--- src/rtl/mul16_pkg.sv ---
package mul16_pkg;
  typedef enum logic [1:0] {
    MOP_UWIDE  = 2'd0,
    MOP_SWIDE  = 2'd1,
    MOP_TRUNC2 = 2'd2,
    MOP_TRUNC3 = 2'd3
  } mop_e;

  function automatic logic op_is_signed(input mop_e op);
    return op != MOP_UWIDE;
  endfunction

  function automatic logic op_is_trunc(input mop_e op);
    return (op == MOP_TRUNC2) || (op == MOP_TRUNC3);
  endfunction
endpackage

--- src/rtl/mul16_opsel.sv ---
module mul16_opsel
  import mul16_pkg::*;
#(
  parameter int W = 16
) (
  input  mop_e           op_i,
  input  logic [W-1:0]   acc_i,
  input  logic [W-1:0]   rm_i,
  input  logic [W-1:0]   imm_i,
  output logic [W-1:0]   mag_a_o,
  output logic [W-1:0]   mag_b_o,
  output logic           neg_o
);
  logic [W-1:0] raw_a, raw_b;
  logic         sgn;

  always_comb begin
    sgn = op_is_signed(op_i);
    if (op_i == MOP_TRUNC3) begin
      raw_a = rm_i;
      raw_b = imm_i;
    end else begin
      raw_a = acc_i;
      raw_b = rm_i;
    end
    mag_a_o = (sgn && raw_a[W-1]) ? (~raw_a + 1'b1) : raw_a;
    mag_b_o = (sgn && raw_b[W-1]) ? (~raw_b + 1'b1) : raw_b;
    neg_o   = sgn && (raw_a[W-1] ^ raw_b[W-1]);
  end
endmodule

--- src/rtl/mul16_core.sv ---
module mul16_core #(
  parameter int W = 16
) (
  input  logic           clk_i,
  input  logic           rst_i,
  input  logic           load_i,
  input  logic [W-1:0]   mag_a_i,
  input  logic [W-1:0]   mag_b_i,
  output logic [2*W-1:0] prod_o,
  output logic           fin_o,
  output logic           run_o
);
  localparam int CW = $clog2(W + 1);

  logic [W-1:0]  mcand_q;
  logic [W-1:0]  hi_q, lo_q;
  logic [CW-1:0] cnt_q;
  logic [W:0]    sum;
  logic [2*W:0]  shifted;

  always_comb begin
    sum     = {1'b0, hi_q} + (lo_q[0] ? {1'b0, mcand_q} : '0);
    shifted = {sum, lo_q} >> 1;
  end

  always_ff @(posedge clk_i) begin
    if (rst_i) begin
      mcand_q <= '0;
      hi_q    <= '0;
      lo_q    <= '0;
      cnt_q   <= '0;
      run_o   <= 1'b0;
      fin_o   <= 1'b0;
    end else begin
      fin_o <= 1'b0;
      if (load_i) begin
        mcand_q <= mag_a_i;
        hi_q    <= '0;
        lo_q    <= mag_b_i;
        cnt_q   <= CW'(W);
        run_o   <= 1'b1;
      end else if (run_o) begin
        hi_q  <= shifted[2*W-1:W];
        lo_q  <= shifted[W-1:0];
        cnt_q <= cnt_q - 1'b1;
        if (cnt_q == CW'(1)) begin
          run_o <= 1'b0;
          fin_o <= 1'b1;
        end
      end
    end
  end

  assign prod_o = {hi_q, lo_q};

  // the loop never runs with an exhausted step count
  assert_cnt_live_R9: assert property (@(posedge clk_i) disable iff (rst_i)
    run_o |-> (cnt_q != '0));
  // completion is a single-cycle event
  assert_fin_pulse_R9: assert property (@(posedge clk_i) disable iff (rst_i)
    fin_o |=> !fin_o);
endmodule

--- src/rtl/mul16_flags.sv ---
module mul16_flags
  import mul16_pkg::*;
#(
  parameter int W = 16
) (
  input  mop_e           op_i,
  input  logic           neg_i,
  input  logic [2*W-1:0] prod_i,
  output logic [W-1:0]   res_lo_o,
  output logic [W-1:0]   res_hi_o,
  output logic           flag_o
);
  logic [2*W-1:0] full;
  logic [W:0]     top_bits;
  logic           fits;

  always_comb begin
    full     = neg_i ? (~prod_i + 1'b1) : prod_i;
    top_bits = full[2*W-1:W-1];
    fits     = (top_bits == '0) || (&top_bits);
    res_lo_o = full[W-1:0];
    res_hi_o = op_is_trunc(op_i) ? '0 : full[2*W-1:W];
    if (op_i == MOP_UWIDE) flag_o = |full[2*W-1:W];
    else                   flag_o = !fits;
  end
endmodule

--- src/rtl/mul16_unit.sv ---
module mul16_unit
  import mul16_pkg::*;
#(
  parameter int W = 16
) (
  input  logic         clk_i,
  input  logic         rst_i,
  input  logic         start_i,
  input  logic [1:0]   op_i,
  input  logic [W-1:0] acc_i,
  input  logic [W-1:0] rm_i,
  input  logic [W-1:0] imm_i,
  output logic [W-1:0] res_lo_o,
  output logic [W-1:0] res_hi_o,
  output logic         cf_o,
  output logic         of_o,
  output logic         done_o
);
  mop_e           op_in, op_q;
  logic           busy_q, neg_q, accept;
  logic [W-1:0]   mag_a, mag_b, f_lo, f_hi;
  logic           neg_w, flag_w, core_fin, core_run;
  logic [2*W-1:0] prod;

  assign op_in  = mop_e'(op_i);
  assign accept = start_i && !busy_q;

  mul16_opsel #(.W(W)) u_opsel (
    .op_i(op_in), .acc_i(acc_i), .rm_i(rm_i), .imm_i(imm_i),
    .mag_a_o(mag_a), .mag_b_o(mag_b), .neg_o(neg_w)
  );

  mul16_core #(.W(W)) u_core (
    .clk_i(clk_i), .rst_i(rst_i), .load_i(accept),
    .mag_a_i(mag_a), .mag_b_i(mag_b),
    .prod_o(prod), .fin_o(core_fin), .run_o(core_run)
  );

  mul16_flags #(.W(W)) u_flags (
    .op_i(op_q), .neg_i(neg_q), .prod_i(prod),
    .res_lo_o(f_lo), .res_hi_o(f_hi), .flag_o(flag_w)
  );

  always_ff @(posedge clk_i) begin
    if (rst_i) begin
      busy_q   <= 1'b0;
      op_q     <= MOP_UWIDE;
      neg_q    <= 1'b0;
      res_lo_o <= '0;
      res_hi_o <= '0;
      cf_o     <= 1'b0;
      of_o     <= 1'b0;
      done_o   <= 1'b0;
    end else begin
      done_o <= 1'b0;
      if (accept) begin
        busy_q <= 1'b1;
        op_q   <= op_in;
        neg_q  <= neg_w;
      end
      if (core_fin) begin
        busy_q   <= 1'b0;
        res_lo_o <= f_lo;
        res_hi_o <= f_hi;
        cf_o     <= flag_w;
        of_o     <= flag_w;
        done_o   <= 1'b1;
      end
    end
  end

  // done lasts a single cycle
  assert_done_pulse_R9: assert property (@(posedge clk_i) disable iff (rst_i)
    done_o |=> !done_o);
  // a start while busy does not restart the loop
  assert_busy_hold_R10: assert property (@(posedge clk_i) disable iff (rst_i)
    (core_run && !core_fin && start_i) |=> busy_q);
  // results hold unless a completion is registered
  assert_hold_lo_R10: assert property (@(posedge clk_i) disable iff (rst_i)
    !core_fin |=> $stable(res_lo_o) && $stable(res_hi_o) && $stable(cf_o));
  // both flags agree
  assert_flags_agree_R8: assert property (@(posedge clk_i) disable iff (rst_i)
    cf_o == of_o);
  // unsigned widening flag tracks a nonzero high half
  assert_uwide_flag_R2: assert property (@(posedge clk_i) disable iff (rst_i)
    (done_o && op_q == MOP_UWIDE) |-> (cf_o == (res_hi_o != '0)));
  // cleared flag implies the high half is a sign extension
  assert_swide_flag_R4: assert property (@(posedge clk_i) disable iff (rst_i)
    (done_o && op_q == MOP_SWIDE && !cf_o) |-> (res_hi_o == {W{res_lo_o[W-1]}}));
  // truncating forms report no high half
  assert_trunc_hi_R5: assert property (@(posedge clk_i) disable iff (rst_i)
    (done_o && op_is_trunc(op_q)) |-> (res_hi_o == '0));
endmodule

--- config.mk ---
export PLATFORM = sky130hd
export DESIGN_NAME = mul16_unit
export DESIGN_NICKNAME = d
export VERILOG_FILES = /design/src/rtl/mul16_pkg.sv /design/src/rtl/mul16_opsel.sv /design/src/rtl/mul16_core.sv /design/src/rtl/mul16_flags.sv /design/src/rtl/mul16_unit.sv
export SDC_FILE = /design/constraint.sdc
export NUM_CORES = 1
export LEC_CHECK = 0
export CORE_MARGIN = 2
export CORE_UTILIZATION = 65
export DETAILED_ROUTE_END_ITERATION = 12
export DONT_BUFFER_PORTS = 1
export PLACE_DENSITY = 0.81
export SLEW_MARGIN = 30
export SYNTH_ARGS = -nofsm -noshare
export SYNTH_HDL_FRONTEND = slang
export SYNTH_SLANG_ARGS = --single-unit
--- constraint.sdc ---
create_clock -name clk_i -period 4.6 [get_ports clk_i]
set_clock_uncertainty 0.05 [all_clocks]
set_input_delay 1.38 -clock clk_i [delete_from_list [all_inputs] [get_ports clk_i]]
set_output_delay 1.38 -clock clk_i [all_outputs]
set_load 0.005 [all_outputs]
-- After elaboration in Yosys (flattened, before gate mapping)
Cells that the tools add are included.
W data, S select, Z words.
- bits in registers: 93
- bits of input ports: 53
- output and inout port bits: 35
- logic and storage cells: 62
- add/sub/neg operators: 5
- equality and inequality tests: 4
- muxes and demuxes: 17
- bitwise gates (word level): 5
- reductions and logical operators: 17
- operators by type and width (kind ; number):
    $mux W16 ; 8
    $add A16 B1 Y16 const B ; 2
    $add A32 B1 Y32 const B ; 1
    $mux W32 ; 1
    $not A16 Y16 ; 2
    $not A32 Y32 ; 1
    $add A16 B17 Y17 ; 1
    $logic_not A17 Y1 ; 1
    $reduce_and A17 Y1 ; 1
    $reduce_or A16 Y1 ; 1
    $mux W5 ; 2
    $eq A2 B2 Y1 const B ; 3
    $mux W1 ; 6
    $eq A5 B1 Y1 const B ; 1
    $sub A5 B1 Y5 const B ; 1
    $logic_and A1 B1 Y1 ; 4
    $reduce_bool A2 Y1 ; 2
    $reduce_or A2 Y1 ; 2
    $reduce_or A3 Y1 ; 1
    $logic_not A1 Y1 ; 2
    $logic_not A2 Y1 ; 1
    $logic_or A1 B1 Y1 ; 2
    $not A1 Y1 ; 1
    $xor A1 B1 Y1 ; 1

-- Depth between registers and ports, before layout
Gate-level depths: netlist (run 1).
- word-level depth: 7
- mapped depth: 13
- depth with buffers taken out: 11

-- Hierarchy
From an unflattened synthesis (run 1), not the netlist that was laid out.
- cell total of the unflattened synthesis: 833
- area total of the unflattened synthesis: 6894.1 um^2
- modules (own cells, without submodules) (module ; instances ; cells an instance ; area an instance (um^2)):
    mul16_core ; 1 ; 351 ; 2981.6
    mul16_unit ; 1 ; 126 ; 1403.8
    mul16_opsel ; 1 ; 196 ; 1378.8
    mul16_flags ; 1 ; 160 ; 1129.8

-- Worst setup path before layout (run 1)
Ideal clock, no wire load.
- path type: input to register
- from: input port op_i[1]
- to: register u_core.lo_q[12]
- library setup time: 86 ps
- data arrival time: 3823 ps
- data required time: 4464 ps
- slack: 642 ps
- stages: 13
- path buffers: 3
- path through: clkbuf_1 -> and2_1 -> clkbuf_1 -> buf_1 -> mux2i_1 -> ha_1 -> o221ai_1 -> a21oi_1 -> and2_1 -> a41oi_1 -> xnor2_1 -> nor2_1 -> a211oi_1
- word-level cells in the longest chain between the ends: 6
- RTL lines (item ; RTL line ; RTL):
    start: declaration ; mul16_unit.sv:9 ; input logic [1:0] op_i,
    $eq A2 B2 Y1 ; mul16_opsel.sv:19 ; if (op_i == MOP_TRUNC3) begin
    $mux W16 ; mul16_opsel.sv:19 ;
    $not A16 Y16 ; mul16_opsel.sv:27 ; mag_b_o = (sgn && raw_b[W-1]) ? (~raw_b + 1'b1) : raw_b;
    $add A16 B1 Y16 ; mul16_opsel.sv:27 ;
    $mux W16 (*) ; mul16_opsel.sv:27 ;
    $mux W16 (*) ; mul16_core.sv:36 ; if (load_i) begin
    end signal: assignment ; mul16_core.sv:39 ; lo_q <= mag_b_i;
    end signal: assignment ; mul16_core.sv:44 ; lo_q <= shifted[W-1:0];
    end: declaration ; mul16_core.sv:16 ; logic [W-1:0] hi_q, lo_q;
Mark *: on every way between the ends. The rest lies on a longest branch, timed or not.
A chain may end at the register's enable or synchronous reset.

-- Worst setup path after layout (run 1)
- from: register u_core.lo_q[3]
- to: register of_o
- word-level cells in the longest chain between the ends: 7
- RTL lines (item ; RTL line ; RTL):
    $not A32 Y32 (*) ; mul16_flags.sv:18 ; full = neg_i ? (~prod_i + 1'b1) : prod_i;
    $add A32 B1 Y32 (*) ; mul16_flags.sv:18 ;
    $mux W32 (*) ; mul16_flags.sv:18 ;
    $logic_not A17 Y1 / $reduce_and A17 Y1 (equally long branches) ; mul16_flags.sv:20 ; fits = (top_bits == '0) || (&top_bits);
    $logic_or A1 B1 Y1 ; mul16_flags.sv:20 ;
    $logic_not A1 Y1 ; mul16_flags.sv:24 ; else flag_o = !fits;
    $mux W1 (*) ; mul16_flags.sv:23 ; if (op_i == MOP_UWIDE) flag_o = |full[2*W-1:W];
    end signal: assignment ; mul16_unit.sv:66 ; of_o <= flag_w;
    end: declaration ; mul16_unit.sv:16 ; output logic of_o,
Marked as above.

==> results of run 1 <==
synth_stat cells (3+ instances only):
master	number	share of area
inv_1	13	0.0077
nand3_1	11	0.0087
a21o_1	4	0.0048
o41ai_1	6	0.0083
nor2_1	75	0.045
ha_1	21	0.042
a31oi_1	11	0.011
dfxtp_1	93	0.30
xnor2_1	35	0.049
nor4_1	5	0.0050
a21oi_1	46	0.037
or2_2	4	0.0040
a41oi_1	6	0.0083
xor2_1	33	0.046
a211oi_1	42	0.050
nand2_1	75	0.045
nor3_2	3	0.0048
and2_1	20	0.020
o31ai_1	13	0.015
o21ai_0	38	0.030
nor4bb_1	3	0.0048
o21a_1	4	0.0048
or4_1	6	0.0071
mux2i_1	57	0.091
nand2b_1	7	0.0069
buf_1	7	0.0042
o2111ai_1	3	0.0042
o211a_1	3	0.0048
or3_1	20	0.020
clkbuf_1	47	0.028
nor3_1	16	0.013
and3_1	4	0.0040
o211ai_1	4	0.0048
nor2b_1	5	0.0050
report_power, final:
group          internal [mW]  switching (mW)  total, mW
registers              0.840          0.0403      0.881
logic                  0.155           0.232      0.388
clock network          0.250           0.288      0.538
total                   1.25           0.560       1.81
metrics by stage:
step	instance area, um2	setup slack (ps)	hold WS [ps]	util	instances
after floorplan	6300	642	377	-	782
after CTS	6480	1010	401	0.694	874
final	6480	990	397	0.694	874
after global routing	6480	901	416	0.694	874
after global placement	6280	1100	381	0.673	859
after detailed placement	6290	1030	389	0.674	859
routing by layer:
layer | track usage | vias to the layer above | wire length (um)
met4 | 0.0728 | 0 | 223
met2 | 0.480 | 172 | 7290
li1 | - | 2756 | -
met3 | 0.0629 | 22 | 1010
met1 | 0.428 | 2542 | 7070
met5 | 0 | - | 0
cell families after synthesis:
family                   synth area share
AO/OA/AOI/OAI                       0.222
XOR/XNOR                           0.0945
adder cells (fa/ha/maj)            0.0449
multiplexers                       0.0923
buffers and inverters              0.0445
flip-flops                          0.295
AND/OR/NAND/NOR                     0.207
flip-flops by register name (all words and copies together) (netlist names), 2 cells and up:
signal          cells
u_core.cnt_q        5
res_hi_o           16
u_core.mcand_q     16
op_q                2
u_core.hi_q        16
u_core.lo_q        16
res_lo_o           16
how the worst min path moves through the flow:
stage	end	slack [ps]
6_report	u_core.mcand_q[8]$_SDFFE_PP0P_	400
5_1_grt	u_core.mcand_q[5]$_SDFFE_PP0P_	420
4_1_cts	u_core.mcand_q[8]$_SDFFE_PP0P_	400
3_3_place_gp	u_core.mcand_q[6]$_SDFFE_PP0P_	380
3_5_place_dp	u_core.mcand_q[8]$_SDFFE_PP0P_	390
2_1_floorplan	u_core.mcand_q[10]$_SDFFE_PP0P_	380
worst reg2reg max path, cell delays in order, from the launching register on:
cell,delay [ps]
dfxtp_1,380
or4_1,680
or3_1,560
o41a_1,500
xnor2_1,160
or4_1,520
o41a_1,420
a22oi_1,170
nand2_1,80
layout make-up:
| cell class | instances | area share |
|---|---|---|
| flip-flops and latches | 93 | 0.288 |
| multi-input cells | 618 | 0.643 |
| clock buffers | 10 | 0.0197 |
| well taps | 129 | 0.0249 |
| repair buffers | 6 | 0.00695 |
| clock inverters | 5 | 0.00966 |
| inverters | 13 | 0.00753 |
placed cells by master, fill, tap and decap left out, drive strengths merged, types with 3 or more instances in the layout:
| master | n |
|---|---|
| dfxtp | 93 |
| nand2 | 75 |
| nor2 | 75 |
| mux2i | 57 |
| a21oi | 46 |
| a211oi | 42 |
| o21ai | 39 |
| xnor2 | 35 |
| xor2 | 33 |
| ha | 21 |
| or3 | 20 |
| and2 | 20 |
| nor3 | 19 |
| o31ai | 13 |
| inv | 13 |
| nand3 | 11 |
| a31oi | 11 |
| clkbuf | 10 |
| o41ai | 8 |
| nand2b | 7 |
| or4 | 6 |
| a41oi | 6 |
| buf | 6 |
| nor4 | 5 |
| nor2b | 5 |
| or2 | 5 |
| a21o | 4 |
| o21a | 4 |
| o211ai | 4 |
| and3 | 4 |
| nor4bb | 3 |
| o211a | 3 |
| o2111ai | 3 |
==> run_summary.xml, run 1 <==
<?xml version="1.0" encoding="UTF-8"?>
<metrics>
  <group name="logic_synthesis">
    <metric name="synth_seq_area_share" unit="">0.295</metric>
    <metric name="synth.ff_latch_count" unit="">93</metric>
    <metric name="syn_nets" unit="">857</metric>
    <metric name="synthesis.area" unit="um2">6300</metric>
    <metric name="synth.distinct_cells" unit="">66</metric>
    <metric name="synth.yosys.warnings" unit="">0</metric>
    <metric name="postSynthAreaPerCell" unit="um2">8.06</metric>
    <metric name="synthCells" unit="">782</metric>
    <metric name="synthArstFlopShare" unit="">0</metric>
    <metric name="synthFlopType" unit="">dfxtp_1</metric>
    <metric name="count_of_flip_flops_with_a_built_in_enable_after_synthesis" unit="">0</metric>
  </group>
  <group name="critical_path">
    <metric name="rr_endpoint" unit="">of_o$_SDFFE_PP0P_</metric>
    <metric name="critical_r2r_launch" unit="">u_core.lo_q[3]$_SDFFE_PP0P_</metric>
    <metric name="cp_data_arrival_time" unit="ps">3810</metric>
    <metric name="cell_with_the_largest_stage_delay_on_the_worst_path" unit="">or4_1</metric>
    <metric name="critical_path_depth" unit="">8</metric>
    <metric name="worst-r2r-setup-slack" unit="ps">990</metric>
    <metric name="crit_path_category" unit="">flop to flop</metric>
    <metric name="critical_path.cell_chain" unit="">or4_1 -&gt; or3_1 -&gt; o41a_1 -&gt; xnor2_1 -&gt; or4_1 -&gt; o41a_1 -&gt; a22oi_1 -&gt; nand2_1</metric>
    <metric name="reg2regPathDepth" unit="">8</metric>
    <metric name="worst-endpoint-required" unit="ps">4800</metric>
    <metric name="cp-endpoint" unit="">of_o$_SDFFE_PP0P_</metric>
    <metric name="critPathMaxFanout" unit="">8</metric>
    <metric name="start_kind" unit="">flop</metric>
    <metric name="crit_path_from" unit="">u_core.lo_q[3]$_SDFFE_PP0P_</metric>
    <metric name="critical-path-max-stage-delay" unit="ps">680</metric>
    <metric name="critical_path.endpoint_type" unit="">flop</metric>
    <metric name="critical_path.top_delay_family" unit="">simple AND/OR/NAND/NOR gates</metric>
    <metric name="buffer_and_inverter_count_on_the_worst_path" unit="">0</metric>
  </group>
  <group name="pwr">
    <metric name="final_total_pwr" unit="mW">1.81</metric>
    <metric name="vdd_ir_drop_max" unit="mV">0.250</metric>
    <metric name="power.static_leakage" unit="nW">2.40</metric>
    <metric name="pwr_density_cell" unit="nW/um2">279</metric>
  </group>
  <group name="cts">
    <metric name="clock_latency" unit="ps">350</metric>
    <metric name="holdBufCountCts" unit="">0</metric>
    <metric name="cts_root_buf" unit="">clkbuf_8</metric>
    <metric name="clock-sinks" unit="">93</metric>
    <metric name="cts-resized-gates" unit="">0</metric>
    <metric name="cts_max_level" unit="">3</metric>
    <metric name="tritoncts" unit="">done</metric>
    <metric name="postCtsSetupRepairBufs" unit="">0</metric>
    <metric name="cts-buffers-inserted" unit="">9</metric>
    <metric name="clk_pin_slew" unit="ps">90</metric>
    <metric name="max-clock-path-buffers" unit="">2</metric>
  </group>
  <group name="die">
    <metric name="core" unit="um2">9330</metric>
    <metric name="initial_core_util" unit="">0.676</metric>
    <metric name="fp.dieH" unit="um">102</metric>
    <metric name="floorplan.die_area" unit="um2">10500</metric>
    <metric name="io_pins" unit="">88</metric>
    <metric name="floorplan.rows" unit="">35</metric>
    <metric name="chipWidth" unit="um">102</metric>
  </group>
  <group name="detailed_routing">
    <metric name="ant_nets" unit="">0</metric>
    <metric name="drc" unit="">0</metric>
    <metric name="routed-via-count" unit="">5492</metric>
    <metric name="drt_pass1_iterations" unit="">4</metric>
    <metric name="dr.first_iter.drc_count" unit="">288</metric>
    <metric name="drt-total-wl" unit="um">15600</metric>
    <metric name="routed_via_density" unit="">6.28</metric>
    <metric name="post_dr_wirelength_cell" unit="um">17.8</metric>
  </group>
  <group name="worst_hold_path">
    <metric name="hp-start" unit="">u_core.mcand_q[8]$_SDFFE_PP0P_</metric>
    <metric name="worst_hold_depth" unit="">2</metric>
    <metric name="hold_path_class" unit="">flop to flop</metric>
  </group>
  <group name="layout">
    <metric name="area_used_by_sequential_logic_in_the_layout" unit="um2">1860</metric>
    <metric name="flow.area_growth_from_synthesis" unit="%">2.76</metric>
    <metric name="num_antenna_cells" unit="">0</metric>
    <metric name="multi_input_area" unit="um2">4170</metric>
    <metric name="design.final.nets" unit="">816</metric>
    <metric name="final_layout_size_suffix_gt1_frac" unit="">0.0483</metric>
    <metric name="nFillCells" unit="">808</metric>
  </group>
  <group name="place">
    <metric name="routabilityCongestion" unit="">0.994</metric>
    <metric name="port_buffers" unit="">0</metric>
    <metric name="detailed_place_hpwl" unit="um">11800</metric>
  </group>
  <group name="sta">
    <metric name="slew_violations" unit="">0</metric>
    <metric name="min_period" unit="ps">3610</metric>
    <metric name="finalHoldViolations" unit="">0</metric>
    <metric name="timing.final.setup_violations" unit="">0</metric>
    <metric name="tightestPinTransition" unit="ps">834</metric>
    <metric name="min_period_over_period" unit="">0.785</metric>
    <metric name="achievable_frequency" unit="MHz">277</metric>
    <metric name="rsz0062_at_grt" unit="">false</metric>
    <metric name="timing.setup.tns" unit="ps">0</metric>
    <metric name="max_slew_margin" unit="">0.444</metric>
  </group>
  <group name="grt">
    <metric name="grt_pass1_wl" unit="um">25400</metric>
    <metric name="grt_max_degree" unit="">55</metric>
    <metric name="first_global_vias" unit="">5186</metric>
    <metric name="grtUsageTotal" unit="">0.305</metric>
    <metric name="grt-ovfl-total" unit="">0</metric>
    <metric name="antenna_found_initial" unit="">0</metric>
  </group>
  <group name="status">
    <metric name="run_status" unit="">complete, no violations</metric>
  </group>
  <group name="job">
    <metric name="drv_cap" unit="">0</metric>
  </group>
</metrics>
No activity file was read; power rests on OpenSTA's default activity.
==> run 2, diff against run 1 <==
Settings changed: CORE_UTILIZATION 65 to 58, PLACE_DENSITY 0.81 to 0.76.
Clock period 4.6 ns to 3.2 ns, I/O delays scaled along.
==> run 2 against run 1 <==
Effect of this change: final cell count increased by 6.1%; combinational power up 70%; clock power up 37%; die area rose by 12%; critical path depth is the same; worst setup slack lost 860 ps; maximum frequency grew 17%; cell area is 5.5% higher; highest routed layer unchanged.
==> run_summary.xml, run 2 (same netlist as run 1, synthesis figures left out) <==
<?xml version="1.0" encoding="UTF-8"?>
<metrics>
  <group name="status">
    <metric name="run_status" unit="">complete, no violations</metric>
  </group>
  <group name="critical_path">
    <metric name="reg2regPathDepth" unit="">8</metric>
    <metric name="worst-r2r-setup-slack" unit="ps">130</metric>
    <metric name="critical_path.top_delay_family" unit="">simple AND/OR/NAND/NOR gates</metric>
    <metric name="worst-endpoint-required" unit="ps">3440</metric>
    <metric name="cell_with_the_largest_stage_delay_on_the_worst_path" unit="">or4_1</metric>
    <metric name="critical-path-max-stage-delay" unit="ps">560</metric>
    <metric name="critical_path.cell_chain" unit="">or4_1 -&gt; or3_4 -&gt; o41a_1 -&gt; xnor2_1 -&gt; or4_1 -&gt; o41a_1 -&gt; a22oi_1 -&gt; nand2_1</metric>
    <metric name="rr_endpoint" unit="">of_o$_SDFFE_PP0P_</metric>
    <metric name="critical_path.endpoint_type" unit="">flop</metric>
    <metric name="crit_path_from" unit="">u_core.lo_q[13]$_SDFFE_PP0P_</metric>
    <metric name="crit_path_category" unit="">flop to flop</metric>
    <metric name="critical_r2r_launch" unit="">u_core.lo_q[13]$_SDFFE_PP0P_</metric>
    <metric name="critPathMaxFanout" unit="">3</metric>
    <metric name="buffer_and_inverter_count_on_the_worst_path" unit="">0</metric>
    <metric name="start_kind" unit="">flop</metric>
    <metric name="cp_data_arrival_time" unit="ps">3310</metric>
  </group>
  <group name="die">
    <metric name="floorplan.rows" unit="">38</metric>
    <metric name="initial_core_util" unit="">0.589</metric>
    <metric name="core" unit="um2">10700</metric>
    <metric name="fp.dieH" unit="um">108</metric>
    <metric name="io_pins" unit="">88</metric>
    <metric name="chipWidth" unit="um">108</metric>
    <metric name="floorplan.die_area" unit="um2">11700</metric>
  </group>
  <group name="layout">
    <metric name="finalNonFillerCells" unit="">927</metric>
    <metric name="nFillCells" unit="">954</metric>
    <metric name="stdcell_area" unit="um2">6830</metric>
    <metric name="num_antenna_cells" unit="">0</metric>
    <metric name="final_layout_size_suffix_gt1_frac" unit="">0.108</metric>
    <metric name="design.final.nets" unit="">857</metric>
    <metric name="final_core_utilization" unit="">0.639</metric>
    <metric name="area_used_by_sequential_logic_in_the_layout" unit="um2">1870</metric>
    <metric name="layout.cells.most_common_list" unit="">dfxtp_1, nor2_1, nand2_1, mux2i_1, buf_4</metric>
    <metric name="flow.area_growth_from_synthesis" unit="%">8.40</metric>
    <metric name="layout.cells.most_common" unit="">dfxtp_1</metric>
    <metric name="multi_input_area" unit="um2">4220</metric>
  </group>
  <group name="grt">
    <metric name="grtUsageTotal" unit="">0.290</metric>
    <metric name="grt_pass1_wl" unit="um">27000</metric>
    <metric name="antenna_found_initial" unit="">0</metric>
    <metric name="first_global_vias" unit="">5399</metric>
    <metric name="grt_max_degree" unit="">55</metric>
    <metric name="grt-ovfl-total" unit="">0</metric>
  </group>
  <group name="cts">
    <metric name="holdBufCountCts" unit="">0</metric>
    <metric name="cts-buffers-inserted" unit="">9</metric>
    <metric name="max-clock-path-buffers" unit="">2</metric>
    <metric name="cts_root_buf" unit="">clkbuf_8</metric>
    <metric name="tritoncts" unit="">done</metric>
    <metric name="clock-sinks" unit="">93</metric>
    <metric name="clock_latency" unit="ps">380</metric>
    <metric name="cts_max_level" unit="">3</metric>
    <metric name="clk_pin_slew" unit="ps">100</metric>
  </group>
  <group name="detailed_routing">
    <metric name="routed_via_density" unit="">6.29</metric>
    <metric name="drc" unit="">0</metric>
    <metric name="post_dr_wirelength_cell" unit="um">18.3</metric>
    <metric name="routed-via-count" unit="">5831</metric>
    <metric name="dr.first_iter.drc_count" unit="">442</metric>
    <metric name="drt-total-wl" unit="um">16900</metric>
    <metric name="ant_nets" unit="">0</metric>
    <metric name="drt_pass1_iterations" unit="">5</metric>
  </group>
  <group name="sta">
    <metric name="timing.setup.tns" unit="ps">0</metric>
    <metric name="timing.final.setup_violations" unit="">0</metric>
    <metric name="timing.final.ws_setup" unit="ps">127</metric>
    <metric name="achievable_frequency" unit="MHz">325</metric>
    <metric name="min_period" unit="ps">3070</metric>
    <metric name="whs" unit="ps">397</metric>
    <metric name="min_period_over_period" unit="">0.960</metric>
    <metric name="slew_violations" unit="">0</metric>
    <metric name="tightestPinTransition" unit="ps">613</metric>
    <metric name="max_slew_margin" unit="">0.587</metric>
    <metric name="finalHoldViolations" unit="">0</metric>
    <metric name="rsz0062_at_grt" unit="">false</metric>
  </group>
  <group name="place">
    <metric name="detailed_place_hpwl" unit="um">12900</metric>
    <metric name="pre_cts_ws" unit="ps">133</metric>
    <metric name="routabilityCongestion" unit="">0.910</metric>
    <metric name="port_buffers" unit="">0</metric>
    <metric name="placed_cells_incl_taps" unit="">911</metric>
    <metric name="placed_area" unit="um2">6620</metric>
  </group>
  <group name="worst_hold_path">
    <metric name="hp-start" unit="">u_core.mcand_q[12]$_SDFFE_PP0P_</metric>
    <metric name="hold-path-endpoint" unit="">u_core.mcand_q[12]$_SDFFE_PP0P_</metric>
    <metric name="hold_path_class" unit="">flop to flop</metric>
    <metric name="worst_hold_depth" unit="">2</metric>
  </group>
  <group name="pwr">
    <metric name="final_total_pwr" unit="mW">2.65</metric>
    <metric name="power.static_leakage" unit="nW">2.61</metric>
    <metric name="vdd_ir_drop_max" unit="mV">0.224</metric>
    <metric name="pwr_density_cell" unit="nW/um2">388</metric>
  </group>
  <group name="job">
    <metric name="drv_cap" unit="">0</metric>
  </group>
</metrics>
-- run 2: cell count changes in the layout (fill, tap and decap cells not counted), sizes merged --
cell,change
buf,+41
bufinv,-1
inv,+2
-- run 2: worst max-delay path by stage --
stage,endpoint,slack [ps],depth (start not counted)
final,of_o$_SDFFE_PP0P_,130,8
after detailed placement,of_o$_SDFFE_PP0P_,130,8
after CTS,of_o$_SDFFE_PP0P_,110,8
after global placement,of_o$_SDFFE_PP0P_,150,8
after floorplan,u_core.lo_q[12]$_SDFFE_PP0P_,50,13
after global routing,of_o$_SDFFE_PP0P_,2,8
-- run 2: worst reg2reg max path, stage by stage (launching register included) --
cell and delay (ps):
dfxtp_1 320, or4_1 560, or3_4 430, o41a_1 430, xnor2_1 160, or4_1 510
o41a_1 320, a22oi_1 140, nand2_1 70
-- run 2: timing repair --
item | CTS | global route
buffers inserted | 0 | 0
setup endpoints to repair | 0 | 2
resized for setup | 0 | 7
-- run 2: final cells by class --
type                            count  share of cell area
Multi-Input combinational cell    618               0.617
Sequential cell                    93               0.273
Timing Repair Buffer               47              0.0516
Tap cell                          140              0.0256
Clock buffer                       10              0.0187
Inverter                           13             0.00714
Clock inverter                      6             0.00678
-- run 2: per-layer routing --
metal / GRT usage / vias to the layer above / part of all wire / wire, um
li1: - / 2828 / - / -
met1: 0.388 / 2751 / 0.45 / 7590
met2: 0.463 / 211 / 0.47 / 7920
met3: 0.0567 / 41 / 0.059 / 994
met4: 0.112 / 0 / 0.026 / 444
met5: 0 / - / 0 / 0
-- run 2: report_power, final --
part | total, mW | switching (mW) | internal [mW]
registers | 1.25 | 0.0443 | 1.21
clock network | 0.737 | 0.449 | 0.288
logic | 0.660 | 0.374 | 0.286
total | 2.65 | 0.868 | 1.78
